`src/rtl/sema_pkg.sv`:
```
package sema_pkg;

    typedef enum logic [2:0] {
        FLAG_FREE          = 3'd0,
        FLAG_HELD_L        = 3'd1,
        FLAG_HELD_R        = 3'd2,
        FLAG_HELD_L_WANT_R = 3'd3,
        FLAG_HELD_R_WANT_L = 3'd4
    } flag_st_e;

endpackage

```
`src/rtl/sema_port_dec.sv`:
```
module sema_port_dec #(
    parameter int NFLAG = 8,
    localparam int IW = $clog2(NFLAG)
) (
    input  logic             sel_n,
    input  logic [IW-1:0]    idx,
    input  logic             we,
    input  logic             wbit,
    output logic [NFLAG-1:0] req_vec,
    output logic [NFLAG-1:0] rel_vec
);

    always_comb begin
        req_vec = '0;
        rel_vec = '0;
        if (!sel_n && we) begin
            if (wbit) rel_vec[idx] = 1'b1;
            else      req_vec[idx] = 1'b1;
        end
    end

endmodule

```
`src/rtl/sema_flag_fsm.sv`:
```
module sema_flag_fsm
    import sema_pkg::*;
(
    input  logic     clk,
    input  logic     rst_n,
    input  logic     req_l,
    input  logic     rel_l,
    input  logic     req_r,
    input  logic     rel_r,
    output flag_st_e st,
    output logic     own_l,
    output logic     own_r
);

    flag_st_e st_q, st_d;

    // State register
    always_ff @(posedge clk or negedge rst_n) begin
        if (!rst_n) st_q <= FLAG_FREE;
        else        st_q <= st_d;
    end

    // Next-state logic
    always_comb begin
        st_d = st_q;
        unique case (st_q)
            FLAG_FREE: begin
                if (req_l)      st_d = req_r ? FLAG_HELD_L_WANT_R : FLAG_HELD_L;
                else if (req_r) st_d = FLAG_HELD_R;
            end
            FLAG_HELD_L: begin
                if (rel_l)      st_d = req_r ? FLAG_HELD_R : FLAG_FREE;
                else if (req_r) st_d = FLAG_HELD_L_WANT_R;
            end
            FLAG_HELD_L_WANT_R: begin
                if (rel_l)      st_d = FLAG_HELD_R;
            end
            FLAG_HELD_R: begin
                if (rel_r)      st_d = req_l ? FLAG_HELD_L : FLAG_FREE;
                else if (req_l) st_d = FLAG_HELD_R_WANT_L;
            end
            FLAG_HELD_R_WANT_L: begin
                if (rel_r)      st_d = FLAG_HELD_L;
            end
            default:            st_d = FLAG_FREE;
        endcase
    end

    // Outputs
    always_comb begin
        st    = st_q;
        own_l = (st_q == FLAG_HELD_L) || (st_q == FLAG_HELD_L_WANT_R);
        own_r = (st_q == FLAG_HELD_R) || (st_q == FLAG_HELD_R_WANT_L);
    end

endmodule

```
`src/rtl/sema_read_view.sv`:
```
module sema_read_view #(
    parameter int NFLAG = 8,
    parameter int DW    = 8,
    localparam int IW   = $clog2(NFLAG)
) (
    input  logic             sel_n,
    input  logic [IW-1:0]    idx,
    input  logic [NFLAG-1:0] own_vec,
    output logic [DW-1:0]    rdata
);

    always_comb begin
        if (!sel_n && own_vec[idx]) rdata = '0;
        else                        rdata = '1;
    end

endmodule

```
`src/rtl/sema_unit.sv`:
```
module sema_unit
    import sema_pkg::*;
#(
    parameter int NFLAG = 8,
    parameter int DW    = 8,
    localparam int IW   = $clog2(NFLAG)
) (
    input  logic          clk,
    input  logic          rst_n,
    input  logic          l_sel_n,
    input  logic [IW-1:0] l_idx,
    input  logic          l_we,
    input  logic [DW-1:0] l_wdata,
    output logic [DW-1:0] l_rdata,
    input  logic          r_sel_n,
    input  logic [IW-1:0] r_idx,
    input  logic          r_we,
    input  logic [DW-1:0] r_wdata,
    output logic [DW-1:0] r_rdata
);

    logic [NFLAG-1:0] req_l_vec, rel_l_vec, req_r_vec, rel_r_vec;
    logic [NFLAG-1:0] own_l_vec, own_r_vec;
    flag_st_e [NFLAG-1:0] st_vec;

    sema_port_dec #(.NFLAG(NFLAG)) u_dec_l (
        .sel_n(l_sel_n), .idx(l_idx), .we(l_we), .wbit(l_wdata[0]),
        .req_vec(req_l_vec), .rel_vec(rel_l_vec)
    );

    sema_port_dec #(.NFLAG(NFLAG)) u_dec_r (
        .sel_n(r_sel_n), .idx(r_idx), .we(r_we), .wbit(r_wdata[0]),
        .req_vec(req_r_vec), .rel_vec(rel_r_vec)
    );

    for (genvar i = 0; i < NFLAG; i++) begin : g_flag
        sema_flag_fsm u_fsm (
            .clk(clk), .rst_n(rst_n),
            .req_l(req_l_vec[i]), .rel_l(rel_l_vec[i]),
            .req_r(req_r_vec[i]), .rel_r(rel_r_vec[i]),
            .st(st_vec[i]), .own_l(own_l_vec[i]), .own_r(own_r_vec[i])
        );
    end

    sema_read_view #(.NFLAG(NFLAG), .DW(DW)) u_view_l (
        .sel_n(l_sel_n), .idx(l_idx), .own_vec(own_l_vec), .rdata(l_rdata)
    );

    sema_read_view #(.NFLAG(NFLAG), .DW(DW)) u_view_r (
        .sel_n(r_sel_n), .idx(r_idx), .own_vec(own_r_vec), .rdata(r_rdata)
    );

endmodule

```
`config.mk`:
```
export PLATFORM = sky130hd
export DESIGN_NAME = sema_unit
export DESIGN_NICKNAME = d
export VERILOG_FILES = /design/src/rtl/sema_pkg.sv /design/src/rtl/sema_port_dec.sv /design/src/rtl/sema_flag_fsm.sv /design/src/rtl/sema_read_view.sv /design/src/rtl/sema_unit.sv
export SDC_FILE = /design/constraint.sdc
export NUM_CORES = 1
export LEC_CHECK = 0
export BUFFER_PORTS_ARGS = -buffer_cell sky130_fd_sc_hd__buf_2
export CORE_UTILIZATION = 40
export DETAILED_ROUTE_END_ITERATION = 6
export PLACE_DENSITY = 0.63
export SYNTH_ARGS = -nofsm -noshare
export SYNTH_HDL_FRONTEND = slang
export SYNTH_HIERARCHICAL = 1
export SYNTH_SLANG_ARGS = --single-unit
```
`constraint.sdc`:
```
create_clock -name clk -period 4.7 [get_ports clk]
set_input_delay 0.47 -clock clk [delete_from_list [all_inputs] [get_ports clk]]
set_output_delay 0.47 -clock clk [all_outputs]
set_load 0.005 [all_outputs]
```
=== Word level (Yosys, flattened, before mapping) ===
Cells that the tools add are included.

* Output and inout bits: 16
* Register bits: 24
* Bits in latches: 0
* Bits in writable memories: 0
* Memory bits (read-only): 0
* Memories kept: 0
* Word-level logic and storage cells: 238

* Equality and inequality tests: 72
* Magnitude comparators: 4
* Multiply operators: 0
* Add/subtract/negate cells: 0
* Div/mod/pow operators: 0
* Shift operators: 0
* Muxes and demuxes: 114
* Reduce and logical (&&, ||, !) cells: 40
* Bitwise gates (word level): 0

{| class="wikitable"
|+ Operator list
! operator !! count
|-
| $mux 3 || 64
|-
| $pmux 3 s5 || 8
|-
| $mux 8 || 10
|-
| $ne 3x3->1 const B || 24
|-
| $eq 3x2->1 const B || 16
|-
| $reduce_and 5->1 || 8
|-
| $mux 2 || 16
|-
| $ne 2x2->1 const B || 16
|-
| $eq 3x1->1 const B || 8
|-
| $eq 3x3->1 const B || 8
|-
| $logic_not 3->1 || 8
|-
| $logic_or 1x1->1 || 16
|-
| $mux 1 || 12
|-
| $lt 3x4->1 const B || 2
|-
| $bmux 1 s3 || 2
|-
| $demux 1 s3 || 2
|-
| $ge 3x1->1 const B || 2
|-
| $logic_and 1x1->1 || 6
|-
| $logic_not 1->1 || 2
|}

=== Depth between registers and ports, before layout ===
Gate-level depths: netlist (run 1).

* Word-level depth: 9
* Depth in mapped cells: 6
* Gate-level depth less buffers: 5

=== Cells and area by module ===
The synthesis (run 1) kept the hierarchy.

{| class="wikitable"
|+ Modules (own cells, without submodules)
! module !! instances !! area each (sq um) !! seq. area each (sq um) !! cells an instance
|-
| sema_flag_fsm || 8 || 206.4 || 75.1 || 24
|-
| sema_port_dec || 2 || 131.4 || 0.0 || 23
|-
| sema_read_view || 2 || 126.4 || 0.0 || 15
|}

=== Worst setup path before layout (run 1) ===
OpenSTA, ideal clock, no wires.

* Path kind: register -> output
* Start point: register g_flag[7].u_fsm.st_q[1]
* End point: output r_rdata[1]
* Path slack: 2.596 ns
* Arrival: 1.634 ns
* Buffers on the path: 1
* Required time: 4.230 ns
* Cell stages (with the launch flop): 7
* Cell sequence: dfrtp_1 > nor2b_1 > o21ba_2 > mux4_2 > nand2b_1 > o211ai_2 > buf_4

* Cells in the longest elaborated chain, start to end: 6

{| class="wikitable"
|+ RTL lines
! item !! RTL line !! text
|-
| from (decl) || sema_flag_fsm.sv:15 || <nowiki>flag_st_e st_q, st_d;</nowiki>
|-
| from (signal assigned) || sema_flag_fsm.sv:20 || <nowiki>else st_q <= st_d;</nowiki>
|-
| $eq 3x2->1 or $eq 3x3->1 (tied branches) || sema_flag_fsm.sv:53 || <nowiki>own_r = (st_q == FLAG_HELD_R) || (st_q == FLAG_HELD_R_WANT_L);</nowiki>
|-
| $logic_or 1x1->1 (*) || sema_flag_fsm.sv:53 ||
|-
| via own_r_vec[7] || sema_unit.sv:23 || <nowiki>logic [NFLAG-1:0] own_l_vec, own_r_vec;</nowiki>
|-
| $bmux 1 s3 (*) || sema_read_view.sv:13 || <nowiki>if (!sel_n && own_vec[idx]) rdata = '0;</nowiki>
|-
| $mux 1 (implied by the code) (*) || sema_read_view.sv:13 ||
|-
| $logic_and 1x1->1 (*) || sema_read_view.sv:13 ||
|-
| $mux 8 (*) || sema_read_view.sv:13 ||
|-
| to (decl) || sema_unit.sv:19 || <nowiki>output logic [DW-1:0] r_rdata</nowiki>
|}

Mark *: on every way through the listed nets, which the timed path passes. The rest lies on a longest branch. The select of a mux whose other input is x is not followed.

=== Final worst setup path (run 1) ===
* Start point: register g_flag[1].u_fsm.st_q[1]
* End point: output r_rdata[6]

* Cells in the longest elaborated chain, start to end: 6

{| class="wikitable"
|+ RTL lines
! item !! RTL line
|-
| from (decl) || sema_flag_fsm.sv:15
|-
| from (signal assigned) || sema_flag_fsm.sv:20
|-
| $eq 3x2->1 or $eq 3x3->1 (tied branches) || sema_flag_fsm.sv:53
|-
| $logic_or 1x1->1 (*) || sema_flag_fsm.sv:53
|-
| via own_r_vec[1] || sema_unit.sv:23
|-
| $bmux 1 s3 (*) || sema_read_view.sv:13
|-
| $mux 1 (implied by the code) (*) || sema_read_view.sv:13
|-
| $logic_and 1x1->1 (*) || sema_read_view.sv:13
|-
| $mux 8 (*) || sema_read_view.sv:13
|}

Marked as above.

==> impl_results.md, run 1 <==
- Instance count of the mapped netlist: 268
- Final weighted congestion in routability-driven placement: 0.797
- Cell type with the highest aggregate area in the netlist: dfrtp_1
- Overall die width: 75.6 um
- Setup Total Neg Slack: 0 ps
- Post-CTS Hold Buffers: 0
- Endpoint type of the worst setup path: primary output
- TritonRoute pass-1 iters: 4
- Number of enable-type register cells in the synthesized netlist: 0
- Max Buffers Root-to-Sink: 2
- Count of distinct cell types in the synthesized netlist: 21
- Total via count after detailed routing: 1977
- Post-synthesis sequential element count: 24
- Seq/Total Area, Yosys: 27.7%
- Initial DRC count: 137
- Worst clock skew on the final layout: 7.26 ps
- Detailed-route vias per instance: 5.54
- Overall power after layout: 1.02 mW
- Critical path peak fanout: 8
- Count of input and output buffers: 29
- Die ar.: 5720 um2
- Most used DFF post-synth: dfrtp_1
- Crit-path cells: nor2b_1, o21ba_2, mux4_2, nand2b_1, o211ai_2, buf_2
- Max_cap viols: 0
- Area of the mapped netlist: 2170 um2
- Number of warnings reported in the yosys synthesis log: 6
- Critical register-to-register path startpoint: g_flag[5].u_fsm/st[1]
- Number of buffers added by the clock tree synthesis step: 3
- Placeable core region: 5170 um2
- Count of cells resized by post-cts repair: 0
- Diodes inserted: 0
- Wire length reported by the detailed router: 4900 um
- Clock tree from TritonCTS: built
- Count of H-tree levels built during CTS: 1
- Ranking of synthesized cells by area: dfrtp_1 28%, nand2b_1 8.7%, nor2b_1 6.9%
- Number of buffers inserted to repair setup after CTS: 0
- Clock latency on the worst-skew pair: 270 ps
- Pwr per Cell Area: 432 nW/um2
- Yosys top cell area share: 27.7%
- Clock transition time at the flip-flop clock pins of the worst setup and hold paths: 90 ps
- Largest stage delay on the critical path: 450 ps
- Crit Reg-Reg Endpoint: g_flag[5].u_fsm/st[1]
- Top-Level Pins: 44
- DRC violations left: 0
- Uppermost metal layer occupied by signal nets: met4
- Share of final-layout standard cells stronger than drive strength 1: 17.1%
- Number of global-route vias before repair: 1761
- Arrival time at the worst endpoint: 2030 ps
- Critical path launch point type: flop
- Number of flip-flops in the largest register: 24
- Detailed-routed wire length on met2: 2220 um
- Clk sinks: 24
- Largest voltage drop on the vdd net: 0.240 mV
- CP required: 4230 ps
- Row Count: 26
- Highest-delay cell along the critical path: dfrtp_1
- RSZ-0062 raised after global routing: false
- Transition time of the tightest slew-check pin: 553 ps
- Portion of the clock cycle consumed by the worst path in the final layout: 53.2%
- Max-slew headroom: 63.1%
- Reg2reg setup slack: 3510 ps
- GRT Resource Usage Total: 18.7%
- Post-layout minimum cycle time: 2500 ps
- Count of antenna-violating nets left after detailed routing: 0
- Final number of setup-violating endpoints: 0
- Share of flip-flops with an asynchronous set or reset after synthesis: 100%
- Number of nets in the final layout: 316
- Hold/Removal Path Class: input pin to async pin
- Final Hold Violating Endpoints: 0
- Layout Area Growth over Synthesis: 9.18%
- Fmax: 0.400 GHz
- Global-route wire length before repair: 8130 um
- Syn_nets: 296
- Die height: 75.6 um
- Run status: finished clean
- M1 WL: 2470 um
- Cell depth of the worst flop-to-flop path: 3
- Congestion Overflow GR: 0
- Avg Cell Area, Syn: 8.09 um2
- Static Leak: 0.976 nW
- Maximum number of pins on one net before global-route repair: 25
- Kind of critical path: flop to primary output
- Total met3 wirelength after detailed routing: 186 um
- DPL Wire Length: 3860 um
- Final number of max-transition violations: 0
- Initial core utilization: 41.9%
- Clk Tree Root Cell: clkbuf_8
- Number of antenna violations at the first check in global routing: 0
- Routed wirelength normalized by instance count: 13.7 um
## power breakdown
part,internal (mW),switching [mW]
Combinational,0.250,0.207
Sequential,0.271,0.110
Clock,0.114,0.0714
## worst max-delay path by stage
| stage | start | endpoint | slack [ps] | depth (start not counted) |
|---|---|---|---|---|
| after floorplan | g_flag[7].u_fsm/st[1] | r_rdata[1] | 2600 | 6 |
| after global placement | g_flag[1].u_fsm/st[1] | r_rdata[5] | 2520 | 6 |
| after detailed placement | g_flag[1].u_fsm/st[2] | r_rdata[2] | 2510 | 6 |
| after CTS | g_flag[5].u_fsm/st[2] | r_rdata[6] | 2180 | 6 |
| after global routing | g_flag[7].u_fsm/st[1] | r_rdata[1] | 2050 | 6 |
| final | g_flag[1].u_fsm/st[1] | r_rdata[6] | 2200 | 6 |
## cells by family (layout without fill, tap and decap cells)
family | count (synthesis) | after routing | share of synthesized area (%)
flip-flops | 24 | 24 | 27.7
buffers and inverters | 38 | 57 | 9.01
AND/OR/NAND/NOR | 124 | 124 | 32.3
AO/OA/AOI/OAI | 76 | 76 | 27.0
multiplexers | 6 | 6 | 3.93
## final cells by class
cell class	instances	area, um2
clock buffer	3	41.3
clock inverter	1	30.0
fill	519	2810
inverter	24	90.1
multi-input combinational	206	1370
sequential	24	601
tap	70	87.6
timing repair buffer	29	145
## synthesized netlist by cell type (8+ instances only)
cell type and number:
a211o_1 16, a21oi_1 26, a32oi_1 8, buf_4 14, dfrtp_1 24, inv_1 24
nand2_1 12, nand2b_1 30, nor2_1 26, nor2b_1 24, nor3_1 22, o21ba_2 8
o2bb2ai_1 8, o41ai_1 8
## metal layers
layer / vias to the layer above / global-route usage [%]
met5: - / 0
li1: 1001 / -
met4: 0 / 3.09
met2: 27 / 30.5
met3: 2 / 3.70
met1: 947 / 26.0
## worst max-delay path, delay by kind of cell (launching register included)
family | cells | cell delay (ps)
compound gates | 2 | 350
flops | 1 | 450
simple gates | 2 | 340
mux | 1 | 450
buf+inv | 1 | 170
## cell usage in the layout (no fill, tap or decap), drive strengths merged, types with 3 or more instances in the layout
master / netlist / layout
a211o: 16 / 16
a21oi: 26 / 26
a32oi: 8 / 8
buf: 14 / 29
clkbuf: 0 / 3
dfrtp: 24 / 24
inv: 24 / 24
mux2i: 4 / 4
nand2: 12 / 12
nand2b: 30 / 30
nand4bb: 4 / 4
nor2: 26 / 26
nor2b: 24 / 24
nor3: 24 / 24
o21ba: 8 / 8
o2bb2ai: 8 / 8
o41ai: 8 / 8
## per-stage QoR
step | cell area, um2 | utilization [%] | setup slack (ps) | hold WS (ps) | instances
2_1_floorplan | 2170 | - | 2600 | 174 | 268
3_3_place_gp | 2290 | 44.4 | 2520 | 495 | 353
3_5_place_dp | 2290 | 44.4 | 2510 | 505 | 353
4_1_cts | 2370 | 45.7 | 2180 | 197 | 357
5_1_grt | 2370 | 45.7 | 2050 | 221 | 357
6_report | 2370 | 45.7 | 2200 | 171 | 357
No activity file was read; power rests on OpenSTA's default activity.
==> run 2, diff against run 1 <==
--- a/config.mk
+++ b/config.mk
@@ -8,7 +8,7 @@
 export BUFFER_PORTS_ARGS = -buffer_cell sky130_fd_sc_hd__buf_2
 export CORE_UTILIZATION = 40
 export DETAILED_ROUTE_END_ITERATION = 6
-export PLACE_DENSITY = 0.63
+export PLACE_DENSITY = 0.66
 export SYNTH_ARGS = -nofsm -noshare
 export SYNTH_HDL_FRONTEND = slang
 export SYNTH_HIERARCHICAL = 1
==> constraint.sdc (replaced) <==
create_clock -name clk -period 2.2 [get_ports clk]
set_input_delay 0.22 -clock clk [delete_from_list [all_inputs] [get_ports clk]]
set_output_delay 0.22 -clock clk [all_outputs]
set_load 0.005 [all_outputs]
==> impl_results.md, run 2 (synthesized netlist as in run 1, its figures left out) <==
- Run status: finished clean
- Initial DRC count: 91 (-34%)
- Clock tree from TritonCTS: built
- Grt met3 use: 2.51% (-1.2 points)
- Die height: 75.6 um (unchanged)
- Critical path peak fanout: 8 (unchanged)
- Post-layout minimum cycle time: 2160 ps
- GRT Resource Usage Total: 19.6% (+0.93 points)
- Count of antenna-violating nets left after detailed routing: 0 (unchanged)
- Count of input and output buffers: 29 (unchanged)
- Placeable core region: 5170 um2 (unchanged)
- Number of flip-flops in the largest register: 24 (unchanged)
- Overall power after layout: 2.33 mW (+130%)
- Clock transition time at the flip-flop clock pins of the worst setup and hold paths: 90 ps (about the same)
- Clock latency on the worst-skew pair: 270 ps (about the same)
- Static Leak: 1.11 nW (+13%)
- Share of final-layout standard cells stronger than drive strength 1: 25.3% (+8.3 points)
- Multi-input combinational cell area: 1450 um2 (+5.5%)
- Crit-path cells: nor2b_1, o21ba_2, mux4_2, nand2b_4, o211ai_4, buf_2
- CP Buf/Inv Count: 1 (unchanged)
- Fmax: 0.463 GHz
- Transition time of the tightest slew-check pin: 575 ps (+21.3 ps)
- Critical path launch point type: flop
- Final Hold Violating Endpoints: 0 (unchanged)
- Number of buffers added by the clock tree synthesis step: 3 (unchanged)
- Max Buffers Root-to-Sink: 2 (unchanged)
- Wire length reported by the detailed router: 5370 um (+9.5%)
- Layout Area Growth over Synthesis: 19.6%
- Overall die width: 75.6 um (unchanged)
- Pwr per Cell Area: 899 nW/um2 (+110%)
- Kind of critical path: flop to primary output
- Largest stage delay on the critical path: 450 ps (about the same)
- Maximum number of pins on one net before global-route repair: 25 (unchanged)
- Diodes inserted: 0 (unchanged)
- Global Route met2 Usage: 35.2% (+4.8 points)
- Pre-CTS setup slack: 274 ps (-2240 ps)
- Final worst setup slack: 39.4 ps (-2160 ps)
- Count of H-tree levels built during CTS: 1 (unchanged)
- Number of antenna violations at the first check in global routing: 0 (unchanged)
- Sequential cell area: 604 um2 (+0.63%)
- Met1 global-route usage: 23.6% (-2.4 points)
- Fillers: 500 (-3.7%)
- Number of nets in the final layout: 337 (+6.6%)
- Final number of max-transition violations: 0 (unchanged)
- Portion of the clock cycle consumed by the worst path in the final layout: 98.2%
- DRC violations left: 0 (unchanged)
- Fin Hold WS: 406 ps (+235 ps)
- Largest voltage drop on the vdd net: 0.346 mV (+44%)
- Top delay family on crit path: multiplexers
- Global-route wire length before repair: 8510 um (+4.7%)
- Routed wirelength normalized by instance count: 14.2 um (+3.4%)
- Most utilized layer in the global route result: met2
- RSZ-0062 raised after global routing: true
- Total via count after detailed routing: 2094 (+5.9%)
- Top-Level Pins: 44 (unchanged)
- Final weighted congestion in routability-driven placement: 0.767 (-3.9%)
- Initial core utilization: 41.9% (unchanged)
- Relative contribution of sequential cells to total power: 34.6% (-2.6 points)
- Arrival time at the worst endpoint: 1940 ps (-90 ps)
- Hold/Removal Path Class: input pin to flop
- Internal power: 1.44 mW (+130%)
- DPL Wire Length: 3880 um (+0.69%)
- Switching pwr: 0.893 mW (+130%)
- Endpoint type of the worst setup path: primary output
- Max_cap viols: 0 (unchanged)
- Share of power burned in combinational logic: 52.0% (+7.3 points)
- TritonRoute pass-1 iters: 4 (unchanged)
- Row Count: 26 (unchanged)
- Commonest cells after routing, fill and taps aside: 29 x nand2b_1, 29 x buf_2, 26 x a21oi_1, 26 x nor2_1, 24 x inv_1
- Share of the core filled with cells in the final layout: 50.1% (+4.4 points)
- Clk Tree Root Cell: clkbuf_8
- CP required: 1980 ps (-2250 ps)
- Worst clock skew on the final layout: 2.70 ps (-4.55 ps)
- Net Sw Frac: 38.3% (+0.37 points)
- Highest-delay cell along the critical path: mux4_2
- Detailed-route vias per instance: 5.54 (about the same)
- Max-slew headroom: 61.7% (-1.4 points)
- Final number of setup-violating endpoints: 0 (unchanged)
- Clock group share of total power: 13.4% (-4.7 points)
- Clk sinks: 24 (unchanged)
- Congestion Overflow GR: 0 (unchanged)
- Number of global-route vias before repair: 1935 (+9.9%)
- Die ar.: 5720 um2 (unchanged)
run 2: final timing paths:
check                      depth (start not counted)                  start                    end  slack (ps)
max in group asynchronous                          2                  rst_n  g_flag[7].u_fsm/st[1]        1310
setup / recovery                                   6  g_flag[3].u_fsm/st[2]             r_rdata[4]          40
hold / removal                                     4             l_wdata[0]  g_flag[0].u_fsm/st[2]         410
setup reg to reg                                   5  g_flag[5].u_fsm/st[1]  g_flag[5].u_fsm/st[1]         810
min in group asynchronous                          2                  rst_n  g_flag[0].u_fsm/st[2]         470
hold reg to reg                                    1  g_flag[1].u_fsm/st[0]  g_flag[1].u_fsm/st[2]         550
run 2: layer usage:
metal  part of all wire [%]  vias to the layer above
met5                      0                        -
met4                    1.6                        0
met3                    2.3                        9
met2                     50                       28
met1                     46                     1018
li1                       -                     1039
run 2: power groups by stage:
stage | Sequential [mW] | Combinational, mW | Clock (mW)
6_report | 0.807 | 1.21 | 0.311
5_1_grt | 0.838 | 1.35 | 0.343
4_1_cts | 0.786 | 1.09 | 0.325
3_5_place_dp | 0.818 | 0.981 | 0
3_3_place_gp | 0.809 | 0.952 | 0
2_1_floorplan | 0.758 | 0.838 | 0
run 2: through the flow:
| step | TNS (ps) | area (um2) | instances |
|---|---|---|---|
| after floorplan | 0 | 2170 | 268 |
| after global placement | 0 | 2310 | 355 |
| after detailed placement | 0 | 2310 | 355 |
| after CTS | 0 | 2460 | 370 |
| after global routing | -418 | 2590 | 378 |
| final | 0 | 2590 | 378 |
run 2: what timing repair did:
action / 4_1_cts / 5_1_grt
endpoints found under the setup margin: 8 / 8
pin swaps: 0 / 1
setup buffers: 10 / 8
hold buffers: 1 / 0
hold endpoints to repair: 24 / 0
resized for setup: 1 / 18
run 2: worst min-delay path: stages:
cell and delay, ps:
buf_2 160, nor3_2 90, a21oi_1 120, nor3_1 50
run 2: cell type report:
cell class	count	share of cell area [%]
multi-input cells	206	55.8
flip-flops and latches	24	23.3
repair buffers	50	11.9
inverters	24	3.47
well taps	70	3.38
clock buffers	4	2.12
